===== config.mk =====
export PLATFORM = sky130hd
export DESIGN_NAME = can_acc_filter
export DESIGN_NICKNAME = d
export VERILOG_FILES = /design/src/rtl/can_acc_pkg.sv /design/src/rtl/can_acc_regs.sv /design/src/rtl/can_acc_match.sv /design/src/rtl/can_acc_prio.sv /design/src/rtl/can_acc_filter.sv
export SDC_FILE = /design/constraint.sdc
export NUM_CORES = 2
export LEC_CHECK = 0
export BUFFER_PORTS_ARGS = -buffer_cell sky130_fd_sc_hd__clkbuf_2
export CORE_ASPECT_RATIO = 1.75
export CORE_MARGIN = 3
export CORE_UTILIZATION = 35
export CTS_BUF_LIST = sky130_fd_sc_hd__clkbuf_4 sky130_fd_sc_hd__clkbuf_8 sky130_fd_sc_hd__clkbuf_16
export CTS_CLUSTER_SIZE = 40
export DETAILED_ROUTE_END_ITERATION = 10
export PLACE_DENSITY = 0.48
export SYNTH_ARGS = -nofsm -noshare
export SYNTH_HDL_FRONTEND = slang
export SYNTH_SLANG_ARGS = --single-unit

===== constraint.sdc =====
create_clock -name clk -period 3.2 [get_ports clk]
set_clock_uncertainty 0.1 [all_clocks]
set_input_delay 0.16 -clock clk [delete_from_list [all_inputs] [get_ports clk]]
set_output_delay 0.16 -clock clk [all_outputs]
set_load 0.03 [all_outputs]

===== src/rtl/can_acc_pkg.sv =====
package can_acc_pkg;

    localparam int ID_W    = 29;
    localparam int STD_W   = 11;
    localparam int FIFO_W  = ID_W + 2;
    localparam int MBF_W   = ID_W + 1;

    typedef enum logic [2:0] {
        TGT_MB_FILT   = 3'd0,
        TGT_FIFO_FILT = 3'd1,
        TGT_GMASK     = 3'd2,
        TGT_MB_MASK   = 3'd3,
        TGT_FIFO_MASK = 3'd4
    } cfg_tgt_e;

    typedef struct packed {
        logic            rtr;
        logic            ide;
        logic [ID_W-1:0] id;
    } fifo_word_t;

    typedef struct packed {
        logic            ide;
        logic [ID_W-1:0] id;
    } mb_filt_t;

    function automatic logic [ID_W-1:0] id_scope(input logic ide);
        return ide ? {ID_W{1'b1}} : {{STD_W{1'b1}}, {(ID_W-STD_W){1'b0}}};
    endfunction

    function automatic logic id_equal(input logic [ID_W-1:0] a,
                                      input logic [ID_W-1:0] b,
                                      input logic [ID_W-1:0] mk,
                                      input logic            ide);
        return ((a ^ b) & mk & id_scope(ide)) == '0;
    endfunction

    function automatic logic mb_accept(input logic [ID_W-1:0] id,
                                       input logic            ide,
                                       input mb_filt_t        f,
                                       input logic [ID_W-1:0] mk);
        return (f.ide == ide) && id_equal(id, f.id, mk, ide);
    endfunction

    function automatic logic fifo_accept(input logic [ID_W-1:0] id,
                                         input logic            ide,
                                         input logic            rtr,
                                         input fifo_word_t      f,
                                         input fifo_word_t      mk);
        return id_equal(id, f.id, mk.id, ide)
            && (!mk.ide || (f.ide == ide))
            && (!mk.rtr || (f.rtr == rtr));
    endfunction

endpackage


===== src/rtl/can_acc_regs.sv =====
module can_acc_regs
    import can_acc_pkg::*;
#(
    parameter int NUM_MB   = 16,
    parameter int NUM_FIFO = 8,
    parameter int IDX_W    = 4
) (
    input  logic                        clk,
    input  logic                        rst,
    input  logic                        freeze_i,
    input  logic                        we_i,
    input  logic [2:0]                  tgt_i,
    input  logic [IDX_W-1:0]            idx_i,
    input  logic [FIFO_W-1:0]           data_i,
    output mb_filt_t   [NUM_MB-1:0]     mb_filt_o,
    output logic       [NUM_MB-1:0][ID_W-1:0] mb_mask_o,
    output fifo_word_t [NUM_FIFO-1:0]   fifo_filt_o,
    output fifo_word_t [NUM_FIFO-1:0]   fifo_mask_o,
    output fifo_word_t                  gmask_o
);

    cfg_tgt_e tgt;
    logic     unlocked;

    assign tgt      = cfg_tgt_e'(tgt_i);
    assign unlocked = freeze_i;

    always_ff @(posedge clk) begin
        if (rst) begin
            mb_filt_o   <= '0;
            fifo_filt_o <= '0;
            mb_mask_o   <= '1;
            fifo_mask_o <= '1;
            gmask_o     <= '1;
        end else if (we_i) begin
            case (tgt)
                TGT_MB_FILT: begin
                    for (int k = 0; k < NUM_MB; k++)
                        if (int'(idx_i) == k) mb_filt_o[k] <= mb_filt_t'(data_i[MBF_W-1:0]);
                end
                TGT_FIFO_FILT: begin
                    for (int k = 0; k < NUM_FIFO; k++)
                        if (int'(idx_i) == k) fifo_filt_o[k] <= fifo_word_t'(data_i);
                end
                TGT_GMASK: begin
                    if (unlocked) gmask_o <= fifo_word_t'(data_i);
                end
                TGT_MB_MASK: begin
                    for (int k = 0; k < NUM_MB; k++)
                        if (unlocked && int'(idx_i) == k) mb_mask_o[k] <= data_i[ID_W-1:0];
                end
                TGT_FIFO_MASK: begin
                    for (int k = 0; k < NUM_FIFO; k++)
                        if (unlocked && int'(idx_i) == k) fifo_mask_o[k] <= fifo_word_t'(data_i);
                end
                default: ;
            endcase
        end
    end

    // masks never move while freeze is low
    assert_gmask_locked_R9: assert property (@(posedge clk) disable iff (rst)
        !freeze_i |=> $stable(gmask_o));
    assert_privmask_locked_R9: assert property (@(posedge clk) disable iff (rst)
        !freeze_i |=> ($stable(mb_mask_o) && $stable(fifo_mask_o)));
    // masks come out of reset as all ones
    assert_mask_reset_R1: assert property (@(posedge clk) disable iff (rst)
        $fell(rst) |-> (gmask_o == '1 && mb_mask_o == '1 && fifo_mask_o == '1));

endmodule


===== src/rtl/can_acc_match.sv =====
module can_acc_match
    import can_acc_pkg::*;
#(
    parameter int NUM_MB          = 16,
    parameter int NUM_FIFO        = 8,
    parameter int PRIV_MB_FIRST   = 14,
    parameter int PRIV_FIFO_FIRST = 6,
    localparam int NUM_HIT        = NUM_MB + NUM_FIFO
) (
    input  logic                        fifo_en_i,
    input  logic                        indiv_i,
    input  logic [ID_W-1:0]             id_i,
    input  logic                        ide_i,
    input  logic                        rtr_i,
    input  mb_filt_t   [NUM_MB-1:0]     mb_filt_i,
    input  logic       [NUM_MB-1:0][ID_W-1:0] mb_mask_i,
    input  fifo_word_t [NUM_FIFO-1:0]   fifo_filt_i,
    input  fifo_word_t [NUM_FIFO-1:0]   fifo_mask_i,
    input  fifo_word_t                  gmask_i,
    output logic [NUM_HIT-1:0]          hit_o
);

    for (genvar j = 0; j < NUM_FIFO; j++) begin : g_fifo
        localparam bit PRIV = (j >= PRIV_FIFO_FIRST);
        fifo_word_t mk;
        assign mk       = (PRIV || indiv_i) ? fifo_mask_i[j] : gmask_i;
        assign hit_o[j] = fifo_en_i && fifo_accept(id_i, ide_i, rtr_i, fifo_filt_i[j], mk);
    end

    for (genvar i = 0; i < NUM_MB; i++) begin : g_mb
        localparam bit PRIV = (i >= PRIV_MB_FIRST);
        logic [ID_W-1:0] mk;
        assign mk                = (PRIV || indiv_i) ? mb_mask_i[i] : gmask_i.id;
        assign hit_o[NUM_FIFO+i] = mb_accept(id_i, ide_i, mb_filt_i[i], mk);
    end

endmodule


===== src/rtl/can_acc_prio.sv =====
module can_acc_prio #(
    parameter int NUM_HIT  = 24,
    localparam int FIRST_W = $clog2(NUM_HIT)
) (
    input  logic               clk,
    input  logic               rst,
    input  logic               strobe_i,
    input  logic [NUM_HIT-1:0] hit_i,
    output logic               valid_o,
    output logic [NUM_HIT-1:0] vec_o,
    output logic [FIRST_W-1:0] first_o,
    output logic               none_o
);

    logic [FIRST_W-1:0] first_d;

    always_comb begin
        first_d = '0;
        for (int k = NUM_HIT - 1; k >= 0; k--)
            if (hit_i[k]) first_d = k[FIRST_W-1:0];
    end

    always_ff @(posedge clk) begin
        if (rst) begin
            valid_o <= 1'b0;
            vec_o   <= '0;
            first_o <= '0;
            none_o  <= 1'b1;
        end else begin
            valid_o <= strobe_i;
            if (strobe_i) begin
                vec_o   <= hit_i;
                first_o <= first_d;
                none_o  <= (hit_i == '0);
            end
        end
    end

    // reported index points at a set bit
    assert_first_is_set_R11: assert property (@(posedge clk) disable iff (rst)
        !none_o |-> vec_o[first_o]);
    // no bit below the reported index is set
    assert_first_is_lowest_R11: assert property (@(posedge clk) disable iff (rst)
        ((vec_o & ((NUM_HIT'(1) << first_o) - NUM_HIT'(1))) == '0));
    assert_none_empty_R11: assert property (@(posedge clk) disable iff (rst)
        none_o |-> (vec_o == '0));
    // results hold between strobes
    assert_hold_R10: assert property (@(posedge clk) disable iff (rst)
        !strobe_i |=> ($stable(vec_o) && $stable(none_o) && !valid_o));

endmodule


===== src/rtl/can_acc_filter.sv =====
module can_acc_filter
    import can_acc_pkg::*;
#(
    parameter int NUM_MB          = 16,
    parameter int NUM_FIFO        = 8,
    parameter int PRIV_MB_FIRST   = 14,
    parameter int PRIV_FIFO_FIRST = 6,
    localparam int NUM_HIT        = NUM_MB + NUM_FIFO,
    localparam int IDX_W          = $clog2(NUM_MB),
    localparam int FIRST_W        = $clog2(NUM_HIT)
) (
    input  logic               clk,
    input  logic               rst,
    input  logic               freeze_i,
    input  logic               fifo_en_i,
    input  logic               indiv_mask_i,
    input  logic               cfg_we_i,
    input  logic [2:0]         cfg_tgt_i,
    input  logic [IDX_W-1:0]   cfg_idx_i,
    input  logic [FIFO_W-1:0]  cfg_data_i,
    input  logic               frm_valid_i,
    input  logic [ID_W-1:0]    frm_id_i,
    input  logic               frm_ide_i,
    input  logic               frm_rtr_i,
    output logic               hit_valid_o,
    output logic [NUM_HIT-1:0] hit_vec_o,
    output logic [FIRST_W-1:0] hit_first_o,
    output logic               hit_none_o
);

    mb_filt_t   [NUM_MB-1:0]           mb_filt;
    logic       [NUM_MB-1:0][ID_W-1:0] mb_mask;
    fifo_word_t [NUM_FIFO-1:0]         fifo_filt;
    fifo_word_t [NUM_FIFO-1:0]         fifo_mask;
    fifo_word_t                        gmask;
    logic       [NUM_HIT-1:0]          hit_comb;

    can_acc_regs #(.NUM_MB(NUM_MB), .NUM_FIFO(NUM_FIFO), .IDX_W(IDX_W)) u_regs (
        .clk(clk), .rst(rst), .freeze_i(freeze_i), .we_i(cfg_we_i),
        .tgt_i(cfg_tgt_i), .idx_i(cfg_idx_i), .data_i(cfg_data_i),
        .mb_filt_o(mb_filt), .mb_mask_o(mb_mask), .fifo_filt_o(fifo_filt),
        .fifo_mask_o(fifo_mask), .gmask_o(gmask)
    );

    can_acc_match #(.NUM_MB(NUM_MB), .NUM_FIFO(NUM_FIFO),
                    .PRIV_MB_FIRST(PRIV_MB_FIRST), .PRIV_FIFO_FIRST(PRIV_FIFO_FIRST)) u_match (
        .fifo_en_i(fifo_en_i), .indiv_i(indiv_mask_i), .id_i(frm_id_i),
        .ide_i(frm_ide_i), .rtr_i(frm_rtr_i), .mb_filt_i(mb_filt),
        .mb_mask_i(mb_mask), .fifo_filt_i(fifo_filt), .fifo_mask_i(fifo_mask),
        .gmask_i(gmask), .hit_o(hit_comb)
    );

    can_acc_prio #(.NUM_HIT(NUM_HIT)) u_prio (
        .clk(clk), .rst(rst), .strobe_i(frm_valid_i), .hit_i(hit_comb),
        .valid_o(hit_valid_o), .vec_o(hit_vec_o), .first_o(hit_first_o),
        .none_o(hit_none_o)
    );

    // a disabled FIFO table reports no FIFO hits
    assert_fifo_off_R5: assert property (@(posedge clk) disable iff (rst)
        (frm_valid_i && !fifo_en_i) |=> (hit_vec_o[NUM_FIFO-1:0] == '0));

endmodule


==> results by group <==
Die
  • Total number of placement rows: 215
  • Core region area: 196000 µm²
  • Die Y: 595 µm
  • Starting density of the core: 35.3%
  • Horizontal die dimension: 342 µm
  • Die ar.: 204000 µm²
  • Num ports: 107

Pwr
  • Total leakage power: 28.3 nW
  • Worst voltage drop across the vdd grid: 0.403 mV
  • Ratio of total power to cell area: 510 nW/µm²

Clock network
  • Clock-pin slew reported for the worst setup and hold paths after clock tree synthesis: 0.07 ns
  • Maximum number of buffers from clock root to sink: 4
  • Number of clock buffers inserted by TritonCTS: 156
  • Clock network latency to the later pin of the worst-skew pair: 0.83 ns
  • Number of clock sinks seen by CTS: 1502
  • Root Buffer: sky130_fd_sc_hd__clkbuf_16
  • Max H-tree Level: 4
  • CTS tree: built

Yosys
  • Synth Area in XOR/XNOR: 9.00%
  • Area share of the largest cell type after synthesis: 43.4%
  • Distinct cells, synth: 61
  • Async SR Flop Fraction: 0%
  • Share of synthesized area occupied by flip-flops and latches: 43.4%
  • Cells taking the most area after synthesis: sky130_fd_sc_hd__dfxtp_1 43%, sky130_fd_sc_hd__nand2_1 11%, sky130_fd_sc_hd__a211o_1 9.4%, sky130_fd_sc_hd__a21oi_1 8.8%, sky130_fd_sc_hd__xnor2_1 7.3%
  • Average cell area after synthesis: 8.24 µm²
  • Most used flip-flop cell after synthesis: sky130_fd_sc_hd__dfxtp_1
  • Top cell types by occurrence after synthesis: 1948 x sky130_fd_sc_hd__nand2_1, 1502 x sky130_fd_sc_hd__dfxtp_1, 1219 x sky130_fd_sc_hd__a21oi_1, 759 x sky130_fd_sc_hd__nor2b_1, 747 x sky130_fd_sc_hd__a211o_1
  • Number of enable-type register cells in the synthesized netlist: 0
  • Main combinational cell family by area after synthesis: simple AND/OR/NAND/NOR gates
  • Share of synthesized cell area in full adder, half adder and majority cells: 0%
  • Post-synth top area cell: sky130_fd_sc_hd__dfxtp_1
  • Most frequent cell after synthesis: sky130_fd_sc_hd__nand2_1
  • Simple logic cell fraction of the synthesized area: 20.3%
  • Post-synthesis cell area: 69300 µm²
  • Compound-gate portion of the synthesized area: 20.3%
  • Mapped Cells: 8415
  • Multiplexer share of the synthesized area: 1.84%
  • Warning count from the yosys run: 0
  • Synthesized netlist net count: 8491
  • Number of storage elements in the synthesis netlist: 1502

Routing
  • Number of violations reported at the end of detailed-routing iteration 0: 5688
  • Post-Route WL: 290000 µm
  • Via density: 5.44
  • Number of antenna-violating nets in the routed design: 0
  • Wire length per cell: 25.8 µm
  • First-pass iteration count of the detailed router: 6
  • Post-route DRC violation count: 0
  • Total via count in the routed design: 61.0k

Finish
  • Total number of nets in the final design: 8579
  • Count of non-filler cells in the finished layout: 11.2k
  • Total area of multi-input combinational cells: 36300 µm²
  • Number of filler cells placed in the layout: 19.7k
  • Sequential cell area: 30100 µm²
  • Ratio of cells with drive above 1 in the final layout: 13.3%
  • Post-synthesis to final-layout area growth: 18.5%

STA
  • Final count of negative-setup-slack endpoints: 0
  • Shortest period the worst path allows: 3.17 ns
  • RSZ-0062 raised after global routing: yes
  • Top achievable clock speed: 316 MHz
  • Relative slew slack: 19.3%
  • Final Hold Fails: 0
  • Final period utilization: 99.0%
  • Transition at the pin with the smallest max-transition slack: 1.21 ns
  • Number of slew-limit violations in the final report: 0
  • Post-route setup TNS: 0 ns

Global route
  • Wire length of the first global-routing pass: 416000 µm
  • Residual overflow from global routing: 0
  • Pin count of the biggest net entering global routing: 112
  • Number of global-route vias before repair: 58.5k
  • GRT Total Usage: 27.5%
  • Antenna violations before repair: 4

Worst setup path
  • Length in cells of the worst reg-to-reg path: 12
  • Worst-path maximum fanout: 4
  • Crit path max-delay family: compound AO/OA/AOI/OAI gates
  • CP most frequent cell: sky130_fd_sc_hd__buf_4
  • Critical path depth: 12
  • Total buffers and inverters traversed by the critical path: 3
  • Critical Path Slowest Stage Cell: sky130_fd_sc_hd__or4_1
  • Start of the worst register-to-register path: u_regs.gmask_o[6]
  • Worst reg2reg setup slack: 0.03 ns
  • WP data required: 3.79 ns
  • Crit path cell chain: nand2b_1, buf_4, a21boi_0, buf_4, o221ai_1, or4_1, buf_4, a211oi_1, a211oi_2, o221a_4, o311ai_2, a31oi_1
  • Worst r2r dst: u_prio.first_o[1]
  • Classification of the worst setup path: flop to flop
  • Critical Path Max Stage Delay: 0.48 ns
  • Category of the worst setup path capture point: flop
  • Critical Path AT: 3.76 ns
  • Critical path launch point type: flop

Placed design
  • Total instance count after detailed placement: 10.9k
  • Count of port buffers added during placement: 106
  • HPWL reported at the end of detailed placement: 191000 µm
  • Gpl congestion: 0.877

Flow run
  • Number of maximum-capacitance constraint violations: 0

Worst hold path
  • Worst Hold Class: input port to flop
  • End point of the most critical hold path: u_regs.gmask_o[16]
  • Start point of the worst hold path: cfg_we_i
  • Hold Path Cell Cnt: 5

Run status
  • Result of the run: finished, final reports clean
-- per-stage QoR --
stage	total power, mW	util [%]	setup WS, ns	instance area [µm²]	hold slack (ns)
after floorplan	21.2	-	0.269	69300	0.345
after global placement	23.1	38.8	-0.696	76100	0.353
after detailed placement	23.1	38.8	-0.708	76100	0.358
after CTS	42.3	41.8	-0.0139	82000	0.0330
after global routing	43.1	41.8	-0.0380	82200	0.0919
final	41.9	41.8	0.0323	82200	0.0992
-- worst min-delay path, delay by kind of cell --
family | cells | cell delay (ns)
buf+inv | 2 | 0.30
simple gates | 2 | 0.37
compound gates | 1 | 0.10
-- sequential cells by signal, summed over array words and instances, names as in the netlist --
name                cells
u_prio.valid_o          1
u_regs.fifo_filt_o    248
u_regs.mb_filt_o      480
u_prio.vec_o           24
u_regs.gmask_o         31
u_prio.none_o           1
u_prio.first_o          5
u_regs.mb_mask_o      464
u_regs.fifo_mask_o    248
-- per-layer routing --
layer  track usage (%)  share of wire [%]  routed length (µm)  vias up
li1                  -                  -                   -    28500
met1              33.7                 40              117000    30000
met2              47.8                 49              142000     2030
met3              2.56                4.6               13400      555
met4              14.0                5.8               16900        0
met5                 0                  0                   0        -
-- area by class of cell --
class	count	share of cell area, %
antenna	2	0.00609
tap	2604	3.97
timing repair buffer	770	8.83
clock inverter	42	0.615
sequential	1502	36.6
multi-input combinational	6064	44.2
clock buffer	226	5.74
inverter	9	0.0411
-- what timing repair did --
item                       4_1_cts  5_1_grt
setup buffers                    5        2
hold endpoints to repair       746        0
pin swaps                       10       25
resized for setup               53       36
hold buffers                    33        0
setup endpoints to repair       12        6
-- worst max path at each step --
stage / startpoint / endpoint
3_3_place_gp: indiv_mask_i / u_prio.first_o[1]
6_report: u_regs.gmask_o[6] / u_prio.first_o[1]
2_1_floorplan: indiv_mask_i / u_prio.first_o[1]
5_1_grt: u_regs.gmask_o[15] / u_prio.first_o[1]
3_5_place_dp: indiv_mask_i / u_prio.first_o[1]
4_1_cts: u_regs.gmask_o[1] / u_prio.first_o[1]
-- power breakdown --
part | leakage, nW | internal, mW | switching, mW
sequential | 12.1 | 18.7 | 0.0365
combinational | 13.5 | 1.32 | 2.68
clock | 2.62 | 11.1 | 8.04
-- cells by family (layout without fill, tap and decap cells) --
group	count (synthesis)	in the layout
AOI/OAI and AO/OA	2161	2161
xor gates and xnor gates	712	712
buffers and inverters	849	1047
DFF	1502	1502
muxes	126	126
other	0	2
and+or+nand+nor	3065	3065
-- cell usage in the layout (no fill, tap or decap), types with 14 or more instances in the layout --
| cell type | count |
|---|---|
| sky130_fd_sc_hd__nand2_1 | 1948 |
| sky130_fd_sc_hd__clkbuf_16 | 161 |
| sky130_fd_sc_hd__dlygate4sd3_1 | 33 |
| sky130_fd_sc_hd__clkbuf_4 | 33 |
| sky130_fd_sc_hd__xnor2_1 | 578 |
| sky130_fd_sc_hd__a21oi_1 | 1215 |
| sky130_fd_sc_hd__buf_4 | 497 |
| sky130_fd_sc_hd__a22oi_1 | 43 |
| sky130_fd_sc_hd__nor2b_1 | 758 |
| sky130_fd_sc_hd__o21ai_0 | 18 |
| sky130_fd_sc_hd__nor2_4 | 25 |
| sky130_fd_sc_hd__clkbuf_2 | 76 |
| sky130_fd_sc_hd__or4_1 | 28 |
| sky130_fd_sc_hd__xor2_1 | 133 |
| sky130_fd_sc_hd__clkinv_2 | 24 |
| sky130_fd_sc_hd__buf_2 | 26 |
| sky130_fd_sc_hd__dfxtp_1 | 1496 |
| sky130_fd_sc_hd__nor2_2 | 24 |
| sky130_fd_sc_hd__o22ai_1 | 57 |
| sky130_fd_sc_hd__nand3_1 | 14 |
| sky130_fd_sc_hd__nor2_1 | 64 |
| sky130_fd_sc_hd__a211o_1 | 747 |
| sky130_fd_sc_hd__buf_12 | 128 |
| sky130_fd_sc_hd__nand2b_1 | 32 |
| sky130_fd_sc_hd__nand4_1 | 19 |
| sky130_fd_sc_hd__mux2i_1 | 114 |
| sky130_fd_sc_hd__nor4_1 | 69 |
| sky130_fd_sc_hd__clkbuf_8 | 32 |
No activity file was read; power rests on OpenSTA's default activity.
